--- src/rtl/hazard_ctl.sv ---
module hazard_ctl #(
  parameter int REG_W  = 4,
  parameter int ID_W   = 6,
  parameter int SP_REG = 4
) (
  input  logic             clk,
  input  logic             rst_n,
  input  logic             f_vld,
  input  logic [ID_W-1:0]  f_id,
  input  logic             f_jmp,
  input  logic             f_tkn,
  input  logic             f_dst_en,
  input  logic [REG_W-1:0] f_dst,
  input  logic             f_base_en,
  input  logic [REG_W-1:0] f_base,
  input  logic             f_idx_en,
  input  logic [REG_W-1:0] f_idx,
  input  logic             f_sp_rd,
  input  logic             f_sp_wr,
  output logic             adv_front,
  output logic             bub_ex,
  output logic             flush_de,
  output logic             flush_ac,
  output logic             redirect,
  output logic             stall_ac,
  output logic             wb_vld,
  output logic [ID_W-1:0]  wb_id
);

  localparam logic [REG_W-1:0] SP_IDX = REG_W'(SP_REG);

  typedef struct packed {
    logic             vld;
    logic [ID_W-1:0]  id;
    logic             jmp;
    logic             tkn;
    logic             dst_en;
    logic [REG_W-1:0] dst;
    logic             b_en;
    logic [REG_W-1:0] base;
    logic             i_en;
    logic [REG_W-1:0] idx;
    logic             sp_rd;
    logic             sp_wr;
  } slot_t;

  slot_t f_s, de_q, ac_q, ex_q;
  logic  wb_vld_q;
  logic [ID_W-1:0] wb_id_q;

  assign f_s = '{vld: f_vld, id: f_id, jmp: f_jmp, tkn: f_tkn,
                 dst_en: f_dst_en, dst: f_dst, b_en: f_base_en, base: f_base,
                 i_en: f_idx_en, idx: f_idx, sp_rd: f_sp_rd, sp_wr: f_sp_wr};

  logic ex_wr, ex_wr_sp, hit_base, hit_idx, hit_sp, flush, stall;

  assign ex_wr    = ex_q.vld & ex_q.dst_en;
  assign ex_wr_sp = ex_q.vld & (ex_q.sp_wr | (ex_q.dst_en & (ex_q.dst == SP_IDX)));
  assign hit_base = ac_q.b_en & ex_wr & (ac_q.base == ex_q.dst);
  assign hit_idx  = ac_q.i_en & ex_wr & (ac_q.idx == ex_q.dst);
  assign hit_sp   = ac_q.sp_rd & ex_wr_sp;

  assign flush = ex_q.vld & ex_q.jmp & ex_q.tkn;
  assign stall = ~flush & ac_q.vld & (hit_base | hit_idx | hit_sp);

  always_ff @(posedge clk or negedge rst_n) begin
    if (!rst_n) begin
      de_q     <= '0;
      ac_q     <= '0;
      ex_q     <= '0;
      wb_vld_q <= 1'b0;
      wb_id_q  <= '0;
    end else begin
      wb_vld_q <= ex_q.vld;
      wb_id_q  <= ex_q.id;
      ex_q     <= (stall | flush) ? '0 : ac_q;
      ac_q     <= flush ? '0 : (stall ? ac_q : de_q);
      de_q     <= stall ? de_q : f_s;
    end
  end

  assign adv_front = ~stall;
  assign bub_ex    = stall | flush;
  assign flush_de  = flush;
  assign flush_ac  = flush;
  assign redirect  = flush;
  assign stall_ac  = stall;
  assign wb_vld    = wb_vld_q;
  assign wb_id     = wb_id_q;

endmodule

--- config.mk ---
export PLATFORM = sky130hd
export DESIGN_NAME = hazard_ctl
export DESIGN_NICKNAME = d
export VERILOG_FILES = /design/src/rtl/hazard_ctl.sv
export SDC_FILE = /design/constraint.sdc
export NUM_CORES = 1
export LEC_CHECK = 0
export BUFFER_PORTS_ARGS = -buffer_cell sky130_fd_sc_hd__clkbuf_2
export CORE_MARGIN = 2
export CORE_UTILIZATION = 44
export DETAILED_ROUTE_END_ITERATION = 7
export SLEW_MARGIN = 20
export SYNTH_ARGS = -nofsm -noshare
export SYNTH_HDL_FRONTEND = slang
export SYNTH_SLANG_ARGS = --single-unit
--- constraint.sdc ---
create_clock -name clk -period 1.97 [get_ports clk]
set_input_delay 0.197 -clock clk [delete_from_list [all_inputs] [get_ports clk]]
set_output_delay 0.197 -clock clk [all_outputs]
set_load 0.02 [all_outputs]
## After elaboration in Yosys (flattened, before gate mapping)

Index checks and enable logic that the tools add are counted.

| word-level totals | value |
|---|---|
| register bits | 74 |
| input port bits | 28 |
| word-level logic and storage cells | 58 |
| output and inout port bits | 13 |

| operators by class | value |
|---|---|
| equal/unequal tests | 4 |
| bitwise logic cells | 18 |
| mux-type cells | 3 |

Operator list:

| kind | number |
|---|---|
| two-way mux 26 bit | 3 |
| AND 1 bit | 12 |
| equality test 4 bit | 2 |
| equality test 4 x 3 -> 1 bit (second input constant) | 1 |
| OR 1 bit | 4 |
| != test 2 bit (second input constant) | 1 |
| inverter 1 bit | 2 |

## Logic depth before layout (Yosys ltp)

Gate-level depths: netlist (run 1).

| logic depth | value |
|---|---|
| depth after elaboration | 9 |
| depth in mapped cells | 7 |
| mapped depth without buffers | 5 |

## Worst setup path after synthesis (run 1)

OpenSTA, ideal clock, no wires.

| path | value |
|---|---|
| path kind | reg-to-reg |
| start | register ex_q[13] (netlist name) |
| end | register de_q[13] (netlist name) |
| path buffers | 2 |
| stages on the path, launching flop included | 8 |
| library setup time | 0.125 ns |
| period minus slack after synthesis | 1.784 ns |
| arrival | 1.658 ns |
| setup slack | 0.186 ns |
| data required time | 1.845 ns |
| cell sequence | dfrtp_1 -> or3b_1 -> o21ai_1 -> a41o_2 -> o21bai_2 -> buf_6 -> buf_6 -> mux2_4 |

| on the way | value |
|---|---|
| cells in the longest elaborated chain, start to end | 7 |
| elaborated cells between the ends (all ways) | 12 |
| classes of those cells | 3 x eq/ne; 9 x bitwise |

Ends and longest elaborated chain:

| element | line | text |
|---|---|---|
| start, declared | 47 | `slot_t f_s, de_q, ac_q, ex_q;` |
| start signal, assigned | 76 | `ex_q <= (stall \| flush) ? '0 : ac_q;` |
| equality test 4 x 3 -> 1 bit | 58 | `assign ex_wr_sp = ex_q.vld & (ex_q.sp_wr \| (ex_q.dst_en & (ex_q.dst == SP_IDX)));` |
| AND 1 bit | 58 |  |
| OR 1 bit | 58 |  |
| AND 1 bit | 58 |  |
| AND 1 bit | 61 | `assign hit_sp = ac_q.sp_rd & ex_wr_sp;` |
| OR 1 bit (*) | 64 | `assign stall = ~flush & ac_q.vld & (hit_base \| hit_idx \| hit_sp);` |
| AND 1 bit (*) | 64 |  |
| end signal, assigned | 78 | `de_q <= stall ? de_q : f_s;` |
| end, declared | 47 |  |

Every way passes the cells marked *; elsewhere a longest branch is shown, timed or not.
A chain may end at the register's enable or synchronous reset.

## Worst setup path after layout (run 1)

| path | value |
|---|---|
| start | register ex_q[13] (netlist name) |
| end | output bub_ex |

| on the way | value |
|---|---|
| cells in the longest elaborated chain, start to end | 8 |
| elaborated cells between the ends (all ways) | 13 |
| classes of those cells | 3 x eq/ne; 10 x bitwise |

Ends and longest elaborated chain:

| element | line | text |
|---|---|---|
| equality test 4 x 3 -> 1 bit | 58 |  |
| AND 1 bit | 58 |  |
| OR 1 bit | 58 |  |
| AND 1 bit | 58 |  |
| AND 1 bit | 61 |  |
| OR 1 bit (*) | 64 |  |
| AND 1 bit (*) | 64 |  |
| OR 1 bit (*) | 83 | `assign bub_ex = stall \| flush;` |
| end, declared | 21 | `output logic bub_ex,` |

Marked as above.

==> results of run 1 <==
==> kinds of logic after synthesis <==
family	after synthesis	share of synthesized area
muxes	51	0.202
and+or+nand+nor	75	0.114
buffers and inverters	19	0.0372
DFF	74	0.612
AOI/OAI and AO/OA	5	0.0124
xor gates and xnor gates	8	0.0232
==> layer usage <==
metal  up-vias  routed length [um]
li1        880                   -
met5         -                   0
met4         0                 111
met1       825                2490
met2        31                2160
met3         9                 166
==> cells in the mapped netlist <==
master,number,area [sq um]
mux2_2,8,90.1
nand4b_1,1,8.76
buf_4,5,37.5
o21bai_2,1,11.3
a41o_2,1,11.3
mux2_4,18,270
nand3_1,3,15.0
mux2i_1,25,250
buf_6,3,33.8
o21ai_1,2,10.0
xor2_1,6,52.6
xnor2_1,2,17.5
and2_1,1,6.26
dfrtp_1,74,1850
clkbuf_1,8,30.0
nand2_1,52,195
inv_1,3,11.3
nor4_2,1,12.5
and3_1,14,87.6
or3b_1,1,8.76
a21oi_1,1,5.00
nor3_1,2,10.0
==> cells in the final DEF, fill, tap and decap left out, types with 6 or more instances in the layout <==
| master | instances |
|---|---|
| and3_1 | 14 |
| xor2_1 | 6 |
| clkbuf_8 | 9 |
| dfrtp_1 | 73 |
| mux2_4 | 18 |
| mux2i_1 | 25 |
| clkbuf_2 | 36 |
| nand2_1 | 51 |
| mux2_2 | 8 |
| buf_4 | 11 |
==> timing repair <==
item,4_1_cts,5_1_grt
setup buffers,6,0
gates resized for setup,9,7
pin swaps,7,4
endpoints found under the hold margin,33,0
endpoints found under the setup margin,3,30
hold buffers,1,0
==> metrics by stage <==
step | hold WS (ps) | instance area [sq um] | worst slack (ps) | setup TNS, ps
2_1_floorplan | -98.6 | 3030 | 186 | 0
3_3_place_gp | 173 | 3380 | 151 | 0
3_5_place_dp | 167 | 3380 | 117 | 0
4_1_cts | 66.3 | 3730 | -79.0 | -190
5_1_grt | 65.3 | 3740 | -120 | -965
6_report | 79.6 | 3740 | -32.0 | -60.8
==> worst paths after layout <==
| kind | from | endpoint | slack [ps] |
|---|---|---|---|
| max in group asynchronous | rst_n | ex_q[25]$_DFF_PN0_ | 990 |
| min reg2reg | ex_q[21]$_DFF_PN0_ | wb_id[2]$_DFF_PN0_ | 350 |
| min | f_dst[0] | de_q[12]$_DFFE_PN0N_ | 80 |
| max | ex_q[13]$_DFF_PN0_ | bub_ex | -30 |
| max reg2reg | ex_q[13]$_DFF_PN0_ | ex_q[15]$_DFF_PN0_ | 40 |
| min in group asynchronous | rst_n | de_q[21]$_DFFE_PN0N_ | 330 |
==> registers in the layout (all words and copies together), names as in the netlist <==
| register | count |
|---|---|
| ac_q | 26 |
| de_q | 26 |
| ex_q | 15 |
| wb_id | 6 |
| wb_vld | 1 |
==> where the power goes <==
group          internal [mW]  total [mW]  switching [mW]
Combinational          0.793        1.58           0.783
Clock                  0.969        1.52           0.551
Sequential              2.04        2.32           0.283
Total                   3.80        5.42            1.62
==> cell type report <==
| type | instances | area, sq um |
|---|---|---|
| clock buffer | 9 | 124 |
| clock inverter | 7 | 141 |
| fill | 569 | 2980 |
| inverter | 3 | 16.3 |
| multi-input combinational | 139 | 1090 |
| sequential | 74 | 1850 |
| tap | 80 | 100 |
| timing repair buffer | 57 | 420 |
==> worst reg2reg max path, stage by stage (launching register included) <==
cell and delay, ps:
dfrtp_1 420, or3b_1 370, o21ai_1 140, a41o_2 160, buf_6 120, o21ai_4 60, buf_4 200, buf_4 190
and3_1 180
==> impl_metrics.xml, run 1 <==
<?xml version="1.0" encoding="UTF-8"?>
<metrics>
  <group name="timing">
    <metric name="fin_skew" unit="ps">6.98</metric>
    <metric name="slew_headroom" unit="">0.715</metric>
    <metric name="setup_viol" unit="">3</metric>
    <metric name="timing_worst_slew_pin_value" unit="ps">428</metric>
    <metric name="fin_crit_sh" unit="">1.02</metric>
    <metric name="timing.fmax" unit="GHz">0.500</metric>
    <metric name="setup_slack" unit="ps">-32.0</metric>
    <metric name="slew_violations" unit="">0</metric>
    <metric name="hold_violations" unit="">0</metric>
    <metric name="clock_period_minus_final_worst_setup_slack" unit="ps">2000</metric>
    <metric name="grt_setup_unrepaired" unit="">yes</metric>
  </group>
  <group name="critical_path">
    <metric name="critical_path_endpoint_category" unit="">output pin</metric>
    <metric name="timing.critical_path.arrival" unit="ps">1800</metric>
    <metric name="cp_slowest_stage_delay" unit="ps">420</metric>
    <metric name="worstPathRequired" unit="ps">1770</metric>
    <metric name="sum_of_buffers_and_inverters_on_the_critical_path" unit="">2</metric>
    <metric name="worstSetupPathType" unit="">reg2out</metric>
    <metric name="worstPathCellList" unit="">or3b_1 -&gt; o21ai_1 -&gt; a41o_2 -&gt; buf_6 -&gt; o21ai_4 -&gt; nand2_2 -&gt; buf_8</metric>
    <metric name="critical_path_cell_count" unit="">7</metric>
    <metric name="cp_max_fo" unit="">3</metric>
    <metric name="worst_path_top_cell_family_by_delay" unit="">simple AND/OR/NAND/NOR gates</metric>
    <metric name="start_kind" unit="">flop</metric>
    <metric name="rr_worst_depth" unit="">8</metric>
    <metric name="critical_path.slowest_cell" unit="">dfrtp_1</metric>
  </group>
  <group name="drt">
    <metric name="drc_errors" unit="">0</metric>
    <metric name="antenna_violating_nets_post_route" unit="">0</metric>
    <metric name="detailroute.via_count" unit="">1745</metric>
    <metric name="dr.first_iter.drc_count" unit="">72</metric>
    <metric name="drt-total-wl" unit="um">4930</metric>
    <metric name="drt-pass1-iter-count" unit="">4</metric>
    <metric name="via_per_inst" unit="">4.73</metric>
    <metric name="wl_per_cell" unit="um">13.4</metric>
  </group>
  <group name="floorplanning">
    <metric name="io-pin-count" unit="">41</metric>
    <metric name="core" unit="sq um">6720</metric>
    <metric name="chipHeight" unit="um">86.9</metric>
    <metric name="die_w" unit="um">86.9</metric>
    <metric name="floorplan.initialDensity" unit="">0.450</metric>
    <metric name="die-area" unit="sq um">7560</metric>
    <metric name="rows" unit="">30</metric>
  </group>
  <group name="power_and_ir_drop">
    <metric name="largest_vdd_supply_drop" unit="uV">527</metric>
    <metric name="static-leakage-power" unit="nW">2.08</metric>
    <metric name="report.power.total" unit="mW">5.42</metric>
    <metric name="power_per_cell_area" unit="nW/um^2">1450</metric>
  </group>
  <group name="clock_network">
    <metric name="clk_root_buffer_cell" unit="">clkbuf_8</metric>
    <metric name="worstSkewPairLatency" unit="ps">340</metric>
    <metric name="cts_buffer_count" unit="">9</metric>
    <metric name="clock_path_buffers" unit="">2</metric>
    <metric name="h-tree-depth" unit="">3</metric>
    <metric name="clock_tree_from_tritoncts" unit="">yes</metric>
    <metric name="cts.sink_count" unit="">74</metric>
    <metric name="path_clk_slew" unit="ps">80</metric>
  </group>
  <group name="cells_and_area">
    <metric name="share_of_post_route_cells_with_drive_strength_above_1" unit="">0.367</metric>
    <metric name="antenna_cells_inserted" unit="">0</metric>
    <metric name="synthToLayoutAreaGrowth" unit="%">23.7</metric>
    <metric name="stdcell_count" unit="">369</metric>
    <metric name="postLayoutCoreUtil" unit="">0.557</metric>
    <metric name="number_of_nets_in_the_layout" unit="">312</metric>
  </group>
  <group name="flow_run">
    <metric name="drv_cap" unit="">0</metric>
  </group>
  <group name="place">
    <metric name="place_hpwl" unit="um">3230</metric>
    <metric name="routabilityCongestion" unit="">0.753</metric>
    <metric name="place.detailed.instances" unit="">346</metric>
    <metric name="portBuffers" unit="">40</metric>
  </group>
  <group name="global_routing">
    <metric name="antenna_found_initial" unit="">0</metric>
    <metric name="grt_overflow" unit="">0</metric>
    <metric name="grtUsageMet2" unit="">0.212</metric>
    <metric name="groute.layer.met3.usage" unit="">0.0313</metric>
    <metric name="grt_pass1_wl" unit="um">8560</metric>
    <metric name="grtUsageMet1" unit="">0.214</metric>
    <metric name="grt_busiest_layer" unit="">met1</metric>
    <metric name="maximum_number_of_pins_on_one_net_before_global_route_repair" unit="">67</metric>
    <metric name="first_global_vias" unit="">1701</metric>
    <metric name="globalRouteTotalUtil" unit="">0.149</metric>
  </group>
  <group name="outcome">
    <metric name="failed_checks" unit="">setup timing</metric>
    <metric name="status" unit="">finished with violations</metric>
  </group>
  <group name="logic_synthesis">
    <metric name="synth-seq-cells" unit="">74</metric>
    <metric name="number_of_distinct_library_cells_after_synthesis" unit="">22</metric>
    <metric name="synth_cells" unit="">232</metric>
    <metric name="synthesis.yosys.warnings" unit="">0</metric>
    <metric name="syn_area_per_cell" unit="sq um">13.0</metric>
    <metric name="synthesis.area" unit="sq um">3030</metric>
    <metric name="syn_nets" unit="">260</metric>
    <metric name="yosysSeqAreaShare" unit="">0.612</metric>
  </group>
  <group name="min_path">
    <metric name="hold-path-cell-count" unit="">2</metric>
    <metric name="timing.hold.worst.class" unit="">in2reg</metric>
  </group>
</metrics>
No activity file was read; power rests on OpenSTA's default activity.
==> run 2: changes to the inputs <==
Settings changed: REMOVE_ABC_BUFFERS set to 1.
==> run 2 against run 1 <==
Compared with the run above:
- critical endpoint unchanged
- combinational power about the same
- global-route usage about the same
- largest power group unchanged
- critical path type unchanged
- worst setup slack got worse by 32 ps
- clock-buffer cell count increased by 3
- the run still ends with setup timing left
- clock power decreased by 30%
- hold slack improved by 0.57 ps
==> impl_metrics.xml, run 2 (synthesis gave the netlist of run 1 again) <==
<?xml version="1.0" encoding="UTF-8"?>
<metrics>
  <group name="critical_path">
    <metric name="worstPathRequired" unit="ps">1770</metric>
    <metric name="cp_max_fo" unit="">3</metric>
    <metric name="crit_path_start" unit="">ex_q[13]$_DFF_PN0_</metric>
    <metric name="worstSetupPathType" unit="">reg2out</metric>
    <metric name="critical_path_endpoint_category" unit="">output pin</metric>
    <metric name="start_kind" unit="">flop</metric>
    <metric name="rrSetupSlack" unit="ps">60</metric>
    <metric name="rr_worst_depth" unit="">8</metric>
    <metric name="r2r_end" unit="">ex_q[18]$_DFF_PN0_</metric>
    <metric name="timing.critical_path.arrival" unit="ps">1840</metric>
    <metric name="rr_startpoint" unit="">ex_q[13]$_DFF_PN0_</metric>
  </group>
  <group name="timing">
    <metric name="timing_worst_slew_pin_value" unit="ps">294</metric>
    <metric name="slew_headroom" unit="">0.804</metric>
    <metric name="grt_setup_unrepaired" unit="">yes</metric>
    <metric name="setup_viol" unit="">2</metric>
    <metric name="fin_skew" unit="ps">7.80</metric>
    <metric name="timing.fmax" unit="GHz">0.492</metric>
    <metric name="hold-worst-slack" unit="ps">80.1</metric>
    <metric name="fin_crit_sh" unit="">1.03</metric>
    <metric name="final.setup.tns" unit="ps">-79.7</metric>
    <metric name="clock_period_minus_final_worst_setup_slack" unit="ps">2030</metric>
    <metric name="setup_slack" unit="ps">-63.8</metric>
    <metric name="slew_violations" unit="">0</metric>
    <metric name="hold_violations" unit="">0</metric>
  </group>
  <group name="place">
    <metric name="place_hpwl" unit="um">3150</metric>
    <metric name="place.detailed.instances" unit="">346</metric>
    <metric name="routabilityCongestion" unit="">0.738</metric>
    <metric name="portBuffers" unit="">40</metric>
  </group>
  <group name="flow_run">
    <metric name="drv_cap" unit="">0</metric>
  </group>
  <group name="clock_network">
    <metric name="cts_buffer_count" unit="">9</metric>
    <metric name="cts.sink_count" unit="">74</metric>
    <metric name="clock_path_buffers" unit="">2</metric>
    <metric name="clk_root_buffer_cell" unit="">clkbuf_8</metric>
    <metric name="worstSkewPairLatency" unit="ps">340</metric>
    <metric name="clock_tree_from_tritoncts" unit="">yes</metric>
    <metric name="path_clk_slew" unit="ps">80</metric>
    <metric name="h-tree-depth" unit="">3</metric>
  </group>
  <group name="cells_and_area">
    <metric name="ff_latch_area" unit="sq um">1850</metric>
    <metric name="stdcell_count" unit="">368</metric>
    <metric name="antenna_cells_inserted" unit="">0</metric>
    <metric name="largestRegisters" unit="">ac_q: 26 flops, de_q: 26 flops, ex_q: 15 flops</metric>
    <metric name="number_of_nets_in_the_layout" unit="">311</metric>
    <metric name="layout.cells.most_common_list" unit="">dfrtp_1, nand2_1, clkbuf_2</metric>
    <metric name="share_of_post_route_cells_with_drive_strength_above_1" unit="">0.354</metric>
    <metric name="multiInputGateArea" unit="sq um">1090</metric>
    <metric name="synthToLayoutAreaGrowth" unit="%">20.7</metric>
    <metric name="layout_commonest_cell" unit="">dfrtp_1</metric>
    <metric name="filler_cell_count" unit="">588</metric>
  </group>
  <group name="floorplanning">
    <metric name="die-area" unit="sq um">7560</metric>
    <metric name="chipHeight" unit="um">86.9</metric>
    <metric name="io-pin-count" unit="">41</metric>
    <metric name="rows" unit="">30</metric>
    <metric name="core" unit="sq um">6720</metric>
    <metric name="die_w" unit="um">86.9</metric>
    <metric name="floorplan.initialDensity" unit="">0.450</metric>
  </group>
  <group name="power_and_ir_drop">
    <metric name="static-leakage-power" unit="nW">2.04</metric>
    <metric name="switching_portion_of_total_power" unit="">0.321</metric>
    <metric name="largest_vdd_supply_drop" unit="uV">470</metric>
    <metric name="power.net_switching" unit="mW">1.58</metric>
    <metric name="power_report.internal_total" unit="mW">3.35</metric>
    <metric name="report.power.total" unit="mW">4.94</metric>
    <metric name="power_frac_comb" unit="">0.316</metric>
    <metric name="seq_power_share" unit="">0.468</metric>
    <metric name="power_per_cell_area" unit="nW/um^2">1350</metric>
    <metric name="share_clk_of_total_power" unit="">0.216</metric>
  </group>
  <group name="global_routing">
    <metric name="globalRouteTotalUtil" unit="">0.150</metric>
    <metric name="grt_pass1_wl" unit="um">8580</metric>
    <metric name="first_global_vias" unit="">1828</metric>
    <metric name="grt_overflow" unit="">0</metric>
    <metric name="maximum_number_of_pins_on_one_net_before_global_route_repair" unit="">67</metric>
    <metric name="antenna_found_initial" unit="">0</metric>
  </group>
  <group name="drt">
    <metric name="drc_errors" unit="">0</metric>
    <metric name="dr.first_iter.drc_count" unit="">92</metric>
    <metric name="antenna_violating_nets_post_route" unit="">0</metric>
    <metric name="detailroute.via_count" unit="">1775</metric>
    <metric name="drt-pass1-iter-count" unit="">5</metric>
    <metric name="via_per_inst" unit="">4.82</metric>
    <metric name="wl_per_cell" unit="um">13.6</metric>
    <metric name="drt-total-wl" unit="um">5000</metric>
  </group>
  <group name="outcome">
    <metric name="failed_checks" unit="">setup timing</metric>
    <metric name="status" unit="">finished with violations</metric>
  </group>
  <group name="min_path">
    <metric name="timing.hold.worst.class" unit="">in2reg</metric>
    <metric name="hold-path-cell-count" unit="">2</metric>
    <metric name="holdPathEnd" unit="">de_q[12]$_DFFE_PN0N_</metric>
    <metric name="hold_path.startpoint" unit="">f_dst[0]</metric>
  </group>
</metrics>
-- run 2: cell types whose count changed in the layout (fill, tap and decap cells not counted), sizes merged --
cell,change
buf,-2
bufinv,-4
clkbuf,+4
inv,+1
-- run 2: layer usage --
layer,up-vias,part of all wire,track usage
li1,866,-,-
met1,867,0.49,0.200
met2,34,0.45,0.222
met3,8,0.036,0.0483
met4,0,0.018,0.0682
met5,-,0,0
-- run 2: what timing repair did --
item	4_1_cts	5_1_grt
resized for setup	9	5
endpoints found under the setup margin	3	43
setup buffers	5	0
hold endpoints to repair	19	0
pin swaps	6	4
hold buffers	1	0
gates cloned	0	0
-- run 2: metrics by stage --
step | setup WS [ps] | util | instance area (sq um)
6_report | -63.8 | 0.544 | 3650
5_1_grt | -172 | 0.544 | 3650
4_1_cts | -80.9 | 0.542 | 3640
3_5_place_dp | 163 | 0.503 | 3380
3_3_place_gp | 191 | 0.503 | 3380
2_1_floorplan | -1610 | - | 2930
-- run 2: critical path: stages, from the launching register on --
cell and delay (ps):
dfrtp_1 410, or3b_1 380, o21ai_1 130, a41o_2 150, buf_4 130, o21ai_4 60, nand2_1 90, clkbuf_8 140
-- run 2: how the worst max path moves through the flow --
stage	to	slack (ps)
3_5_place_dp	ac_q[4]$_DFFE_PN0P_	160
4_1_cts	bub_ex	-80
5_1_grt	bub_ex	-170
6_report	bub_ex	-60
3_3_place_gp	ac_q[5]$_DFFE_PN0P_	190
2_1_floorplan	bub_ex	-1610
-- run 2: area by class of cell --
cell class,instances,share of cell area
sequential,74,0.507
multi-input combinational,139,0.297
timing repair buffer,56,0.115
clock buffer,12,0.0425
tap,80,0.0274
clock inverter,4,0.00719
inverter,3,0.00377
-- run 2: power groups by stage --
stage	sequential (mW)	clock, mW	combinational (mW)
3_3_place_gp	2.34	0	1.44
6_report	2.31	1.07	1.56
5_1_grt	2.39	1.18	1.72
4_1_cts	2.32	1.11	1.57
2_1_floorplan	2.36	0	0.982
3_5_place_dp	2.35	0	1.47
